**src/rtl/hsg_pkg.sv**
```systemverilog
package hsg_pkg;

    typedef enum logic [1:0] {
        ST_IDLE = 2'd0,
        ST_SYNC = 2'd1,
        ST_BODY = 2'd2
    } hsg_state_e;

endpackage

```
**src/rtl/hsg_edge_sync.sv**
```systemverilog
module hsg_edge_sync #(
    parameter int STAGES = 2
) (
    input  logic clk,
    input  logic rst_n,
    input  logic sig_in,
    output logic rise
);

    // chain[STAGES-1] is the synchronized level, chain[STAGES] its previous value
    logic [STAGES:0] chain;

    always_ff @(posedge clk) begin
        if (!rst_n) begin
            chain <= '0;
        end else begin
            chain <= {chain[STAGES-1:0], sig_in};
        end
    end

    assign rise = chain[STAGES-1] & ~chain[STAGES];

    AST_EDGE_SINGLE: assert property (@(posedge clk) disable iff (!rst_n)
        rise |=> !rise);

endmodule

```
**src/rtl/hsg_line_fsm.sv**
```systemverilog
module hsg_line_fsm
    import hsg_pkg::*;
#(
    parameter int LINE_W   = 12,
    parameter int SYNC_LEN = 64
) (
    input  logic              clk,
    input  logic              rst_n,
    input  logic              rise,
    input  logic              cfg_locked,
    input  logic              cfg_pol,
    input  logic [LINE_W-1:0] cfg_len,
    input  logic [LINE_W-1:0] cfg_start,
    input  logic [LINE_W-1:0] cfg_width,
    input  logic [LINE_W-1:0] cfg_trim,
    output logic [LINE_W-1:0] pos,
    output logic              run,
    output logic              line_start,
    output logic              hs_out,
    output logic [LINE_W-1:0] sh_start,
    output logic [LINE_W-1:0] sh_width,
    output logic [LINE_W-1:0] sh_trim
);

    localparam logic [LINE_W-1:0] PULSE_LAST = LINE_W'(SYNC_LEN - 1);
    localparam logic [LINE_W-1:0] PULSE_LEN  = LINE_W'(SYNC_LEN);

    hsg_state_e        st, st_nx;
    logic [LINE_W-1:0] cnt, cnt_nx;
    logic              load;
    logic              wrap;
    logic              hs_act;

    logic              sh_locked;
    logic              sh_pol;
    logic [LINE_W-1:0] sh_len;
    logic [LINE_W-1:0] len_last;

    assign len_last = sh_len - 1'b1;
    assign wrap     = (cnt == len_last) || (sh_locked && rise);

    // state register
    always_ff @(posedge clk) begin
        if (!rst_n) begin
            st  <= ST_IDLE;
            cnt <= '0;
        end else begin
            st  <= st_nx;
            cnt <= cnt_nx;
        end
    end

    // shadow configuration, captured only at a line start
    always_ff @(posedge clk) begin
        if (!rst_n) begin
            sh_locked <= 1'b0;
            sh_pol    <= 1'b0;
            sh_len    <= '0;
            sh_start  <= '0;
            sh_width  <= '0;
            sh_trim   <= '0;
        end else if (load) begin
            sh_locked <= cfg_locked;
            sh_pol    <= cfg_pol;
            sh_len    <= cfg_len;
            sh_start  <= cfg_start;
            sh_width  <= cfg_width;
            sh_trim   <= cfg_trim;
        end
    end

    // next state
    always_comb begin
        st_nx  = st;
        cnt_nx = cnt;
        load   = 1'b0;
        unique case (st)
            ST_IDLE: begin
                st_nx  = ST_SYNC;
                cnt_nx = '0;
                load   = 1'b1;
            end
            ST_SYNC, ST_BODY: begin
                if (wrap) begin
                    st_nx  = ST_SYNC;
                    cnt_nx = '0;
                    load   = 1'b1;
                end else begin
                    cnt_nx = cnt + 1'b1;
                    if (st == ST_SYNC && cnt == PULSE_LAST) begin
                        st_nx = ST_BODY;
                    end
                end
            end
            default: begin
                st_nx  = ST_IDLE;
                cnt_nx = '0;
            end
        endcase
    end

    // outputs
    always_comb begin
        run        = (st != ST_IDLE);
        hs_act     = (st == ST_SYNC);
        line_start = (st == ST_SYNC) && (cnt == '0);
        hs_out     = hs_act ^ sh_pol;
        pos        = cnt;
    end

    AST_START_PULSE: assert property (@(posedge clk) disable iff (!rst_n)
        line_start |-> (hs_out != sh_pol));
    AST_PULSE_MAX: assert property (@(posedge clk) disable iff (!rst_n)
        (st == ST_SYNC) |-> (cnt < PULSE_LEN));
    AST_LINE_BOUND: assert property (@(posedge clk) disable iff (!rst_n)
        (run && sh_len != '0) |-> (cnt <= len_last));
    AST_LOCK_FOLLOW: assert property (@(posedge clk) disable iff (!rst_n)
        (run && sh_locked && rise) |=> line_start);
    AST_FREE_IGNORE: assert property (@(posedge clk) disable iff (!rst_n)
        (run && !sh_locked && rise && cnt != len_last) |=> (cnt == $past(cnt) + 1'b1));

endmodule

```
**src/rtl/hsg_window.sv**
```systemverilog
module hsg_window #(
    parameter int LINE_W = 12
) (
    input  logic              run,
    input  logic [LINE_W-1:0] pos,
    input  logic [LINE_W-1:0] start,
    input  logic [LINE_W-1:0] width,
    input  logic [LINE_W-1:0] trim,
    output logic              active
);

    localparam int EW = LINE_W + 2;

    logic [EW-1:0] p_e, lo, hi, trim2, width_e;
    logic          fits;

    always_comb begin
        p_e     = EW'(pos);
        trim2   = EW'(trim) << 1;
        width_e = EW'(width);
        fits    = trim2 < width_e;
        lo      = EW'(start) + EW'(trim);
        hi      = EW'(start) + width_e - EW'(trim);
        active  = run && fits && (p_e >= lo) && (p_e < hi);
    end

endmodule

```
**src/rtl/hsync_gen.sv**
```systemverilog
module hsync_gen #(
    parameter int LINE_W      = 12,
    parameter int SYNC_LEN    = 64,
    parameter int SYNC_STAGES = 2
) (
    input  logic              clk,
    input  logic              rst_n,
    input  logic              hsync_in,
    input  logic              cfg_h_free,
    input  logic              cfg_v_free,
    input  logic              cfg_pol,
    input  logic [LINE_W-1:0] cfg_line_len,
    input  logic [LINE_W-1:0] cfg_act_start,
    input  logic [LINE_W-1:0] cfg_act_width,
    input  logic [LINE_W-1:0] cfg_trim,
    output logic              hsync_out,
    output logic              blank_out,
    output logic              line_start,
    output logic              cfg_bad
);

    logic              rise;
    logic              run;
    logic              active;
    logic [LINE_W-1:0] pos;
    logic [LINE_W-1:0] sh_start, sh_width, sh_trim;

    hsg_edge_sync #(.STAGES(SYNC_STAGES)) u_sync (
        .clk    (clk),
        .rst_n  (rst_n),
        .sig_in (hsync_in),
        .rise   (rise)
    );

    hsg_line_fsm #(.LINE_W(LINE_W), .SYNC_LEN(SYNC_LEN)) u_fsm (
        .clk        (clk),
        .rst_n      (rst_n),
        .rise       (rise),
        .cfg_locked (~cfg_h_free),
        .cfg_pol    (cfg_pol),
        .cfg_len    (cfg_line_len),
        .cfg_start  (cfg_act_start),
        .cfg_width  (cfg_act_width),
        .cfg_trim   (cfg_trim),
        .pos        (pos),
        .run        (run),
        .line_start (line_start),
        .hs_out     (hsync_out),
        .sh_start   (sh_start),
        .sh_width   (sh_width),
        .sh_trim    (sh_trim)
    );

    hsg_window #(.LINE_W(LINE_W)) u_win (
        .run    (run),
        .pos    (pos),
        .start  (sh_start),
        .width  (sh_width),
        .trim   (sh_trim),
        .active (active)
    );

    assign blank_out = ~active;
    assign cfg_bad   = ~cfg_h_free & cfg_v_free;

    AST_TRIM_ALL: assert property (@(posedge clk) disable iff (!rst_n)
        ((LINE_W + 2)'(sh_trim) << 1) >= (LINE_W + 2)'(sh_width) |-> blank_out);
    AST_IDLE_QUIET: assert property (@(posedge clk) disable iff (!rst_n)
        !run |-> (blank_out && !line_start));

endmodule

```
**config.mk**
```make
export PLATFORM = sky130hd
export DESIGN_NAME = hsync_gen
export DESIGN_NICKNAME = d
export VERILOG_FILES = /design/src/rtl/hsg_pkg.sv /design/src/rtl/hsg_edge_sync.sv /design/src/rtl/hsg_line_fsm.sv /design/src/rtl/hsg_window.sv /design/src/rtl/hsync_gen.sv
export SDC_FILE = /design/constraint.sdc
export NUM_CORES = 1
export LEC_CHECK = 0
export BUFFER_PORTS_ARGS = -buffer_cell sky130_fd_sc_hd__clkbuf_2
export CAP_MARGIN = 15
export CORE_MARGIN = 5
export CORE_UTILIZATION = 25
export DETAILED_ROUTE_END_ITERATION = 6
export PLACE_DENSITY_LB_ADDON = 0.2
export SYNTH_ARGS = -nofsm -noshare
export SYNTH_HDL_FRONTEND = slang
export SYNTH_SLANG_ARGS = --single-unit
```
**constraint.sdc**
```tcl
create_clock -name clk -period 10.7 [get_ports clk]
set_input_delay 2.14 -clock clk [delete_from_list [all_inputs] [get_ports clk]]
set_output_delay 2.14 -clock clk [all_outputs]
set_load 0.01 [all_outputs]
```
==> out/summary.txt <==
========================================================================================================
Run status                                                                                  complete, no violations
Hold Fails Final Rpt                                                                                   0
Post-layout instance area                                                                   0.00633 sq mm
Class of the most critical hold timing path                                                   reg -> reg
Post-DP Area                                                                                0.00601 sq mm
Power density cells                                                                          384 mW/mm^2
Portion of the clock cycle consumed by the worst path in the final layout                          0.642
Number of instances in the synthesized netlist                                                       656
Htree depth                                                                                            3
Floorplan die height                                                                         159 microns
Dominant synthesized flop cell                                                                   dfxtp_1
Number of global-route vias before repair                                                          4,552
Post-CTS clock slew at the launch and capture registers of the worst setup and hold paths        0.06 ns
Count of unique library cells instantiated by Yosys                                                   56
Total number of nets in the final design                                                             841
Max Freq                                                                                       0.146 GHz
Post-synthesis cell type with the largest combined area                                          dfxtp_1
HPWL after DPL                                                                              11,300 microns
Aggregate routed wire length                                                                14,000 microns
Synth async-reset ratio                                                                                0
CP Max Fanout                                                                                          4
Number of filler cells placed in the layout                                                        2,351
Area of the core region                                                                     0.0218 sq mm
Combined global-route utilization of all metal layers                                              0.112
Static leakage power                                                                             2.93 nW
Type of the worst setup path                                                                  reg -> out
Worst slew margin                                                                                  0.319
Library cell used as clock root buffer                                                         clkbuf_16
Post-Syn Nets                                                                                        790
Synth top cells by count                                                                    nand2_1 (120), ha_1 (77), dfxtp_1 (67)
Vias per cell                                                                                       4.53
Worst-Skew Late Latency                                                                          0.35 ns
Ports                                                                                                 58
Post-layout minimum cycle time                                                                   6.87 ns
Count of final setup violators                                                                         0
Die span in x                                                                                159 microns
Sort of element at the end of the critical path                                               output pin
Buffer levels on the longest clock path                                                                2
Post-synth design cell area                                                                 0.00554 sq mm
Rows                                                                                                  54
Number of design-rule violations left by the first detailed-router iteration                         125
Post-CTS Hold Buffers                                                                                  0
Post-synthesis sequential element count                                                               67
Share of the core filled with cells in the final layout                                            0.290
Clock Skews                                                                                    0.0128 ns
First drt pass iteration count                                                                         4
Number of warning messages in the yosys log                                                            0
Accumulated negative setup slack                                                                    0 ns
Mapped Avg Cell Area                                                                          8.44 sq um
Maximum number of pins on one net before global-route repair                                          71
Buffers added on ports                                                                                57
Clock tree sinks                                                                                      67
PostCTS Resize Cnt                                                                                     0
Worst vdd ir                                                                                      125 uV
Starting density of the core                                                                       0.254
Relative area change from synthesis to final layout                                                14.3%
Die Area                                                                                    0.0252 sq mm
Reported max-cap violation count                                                                       0
Total via count in the routed design                                                               4,485
CTS Buf Count                                                                                          9
Yosys top cell area share                                                                          0.242
Antenna diode instance count                                                                           0
CTS tree                                                                                           built
Wire length of the first global-routing pass                                                23,300 microns
Final global-route overflow total                                                                      0
ANT nets after route                                                                                   0
Count of placed standard cells in the final layout, fillers left out                                 991
Most used standard cell by instance count after synthesis                                        nand2_1
Routed WL per cell                                                                          14.2 microns
Fraction of final layout cells with drive strength greater than 1                                  0.115
Worst Tran Pin Value                                                                            0.995 ns
Register area share after synthesis                                                                0.242
Worst EP arrival                                                                                 4.73 ns
Final max-slew violation count                                                                         0
RSZ-0062 raised after global routing                                                               false
Area contributors post-synth                                                                dfxtp_1 (24%), ha_1 (17%), mux2i_1 (9.6%)
Number of antenna violations at the first check in global routing                                      0
Number of enable-type register cells in the synthesized netlist                                        0
Count of unresolved DRC violations after routing                                                       0
Post-CTS setup-driven buffer insertion count                                                           0
Crit path launch type                                                                          flip-flop
Req. time, crit path                                                                             8.56 ns
Routability-driven placement congestion ratio                                                      0.778
Placed Cells                                                                                         976
========================================================================================================
cell usage in the layout (no fill, tap or decap), types with 13 or more instances in the layout:
cell,n
a21o_1,13
a21oi_1,23
clkbuf_2,56
dfxtp_1,67
ha_1,77
inv_1,44
mux2i_1,53
nand2_1,120
nand3_1,13
nor2_1,28
nor3_1,19
o21ai_0,18
xnor2_1,25
xor2_1,26
critical path, stage by stage (launching register included):
cell	delay (ns)
dfxtp_1	0.33
ha_1	0.22
inv_1	0.07
fa_1	0.20
nor2b_1	0.06
o31a_1	0.27
nor4_1	0.34
nor2_1	0.09
a21oi_1	0.19
xnor2_1	0.15
ha_1	0.29
and2_1	0.18
a31oi_1	0.14
inv_1	0.07
a2111oi_0	0.58
nor2_1	0.11
xnor2_1	0.16
ha_1	0.27
o21ai_0	0.07
a31oi_1	0.14
nor2_1	0.05
o211ai_1	0.22
clkbuf_2	0.18
through the flow:
step / setup slack, ns / power, mW / hold WS, ns
detailed placement: 4.17 / 2.11 / 0.418
finish: 3.83 / 2.44 / 0.434
global route: 3.38 / 2.70 / 0.477
floorplan: 4.81 / 1.76 / 0.412
global placement: 4.20 / 2.13 / 0.418
CTS: 3.77 / 2.47 / 0.432
cell families after synthesis:
kind of cell | share of synthesized area
and+or+nand+nor | 0.194
AOI/OAI and AO/OA | 0.136
DFF | 0.242
muxes | 0.0978
buffers and inverters | 0.0646
adders and majority gates | 0.185
xor gates and xnor gates | 0.0806
cell type report:
cell class | instances | area [sq um] | share of cell area
Sequential cell | 67 | 1340 | 0.212
Multi-Input combinational cell | 525 | 3840 | 0.606
Clock buffer | 11 | 253 | 0.0399
Clock inverter | 4 | 73.8 | 0.0117
Timing Repair Buffer | 60 | 310 | 0.0490
Inverter | 44 | 165 | 0.0261
Tap cell | 280 | 350 | 0.0553
report_power, final:
group / leakage, nW / switching, mW / internal [mW]
Combinational: 2.21 / 0.888 / 0.744
Clock: 0.162 / 0.121 / 0.216
Sequential: 0.551 / 0.121 / 0.345
Total: 2.93 / 1.13 / 1.30
final timing paths:
check	cells after the start	slack, ns	end	from
max	22	3.83	blank_out	u_fsm.sh_start[0]$_SDFFE_PN0P_
min	1	0.43	u_sync.chain[1]$_SDFF_PN0_	u_sync.chain[0]$_SDFF_PN0_
max reg2reg	10	7.46	u_fsm.sh_width[2]$_SDFFE_PN0P_	u_fsm.sh_len[0]$_SDFFE_PN0P_
min reg2reg	1	0.43	u_sync.chain[1]$_SDFF_PN0_	u_sync.chain[0]$_SDFF_PN0_
sequential cells by signal, summed over array words and instances, names as in the netlist:
register         cells
u_fsm.sh_trim       12
u_fsm.sh_len        12
u_fsm.pos           12
u_fsm.sh_pol         1
u_fsm.sh_start      12
u_fsm.sh_locked      1
u_sync.chain         3
u_fsm.sh_width      12
u_fsm.st             2
metal layers:
metal | wire length [microns] | share of wire | GRT usage
met4 | 236 | 0.017 | 0.0368
met1 | 7240 | 0.52 | 0.156
met3 | 328 | 0.023 | 0.0200
met5 | 0 | 0 | 0
met2 | 6240 | 0.44 | 0.173
Power figures use the tool's default switching activity.
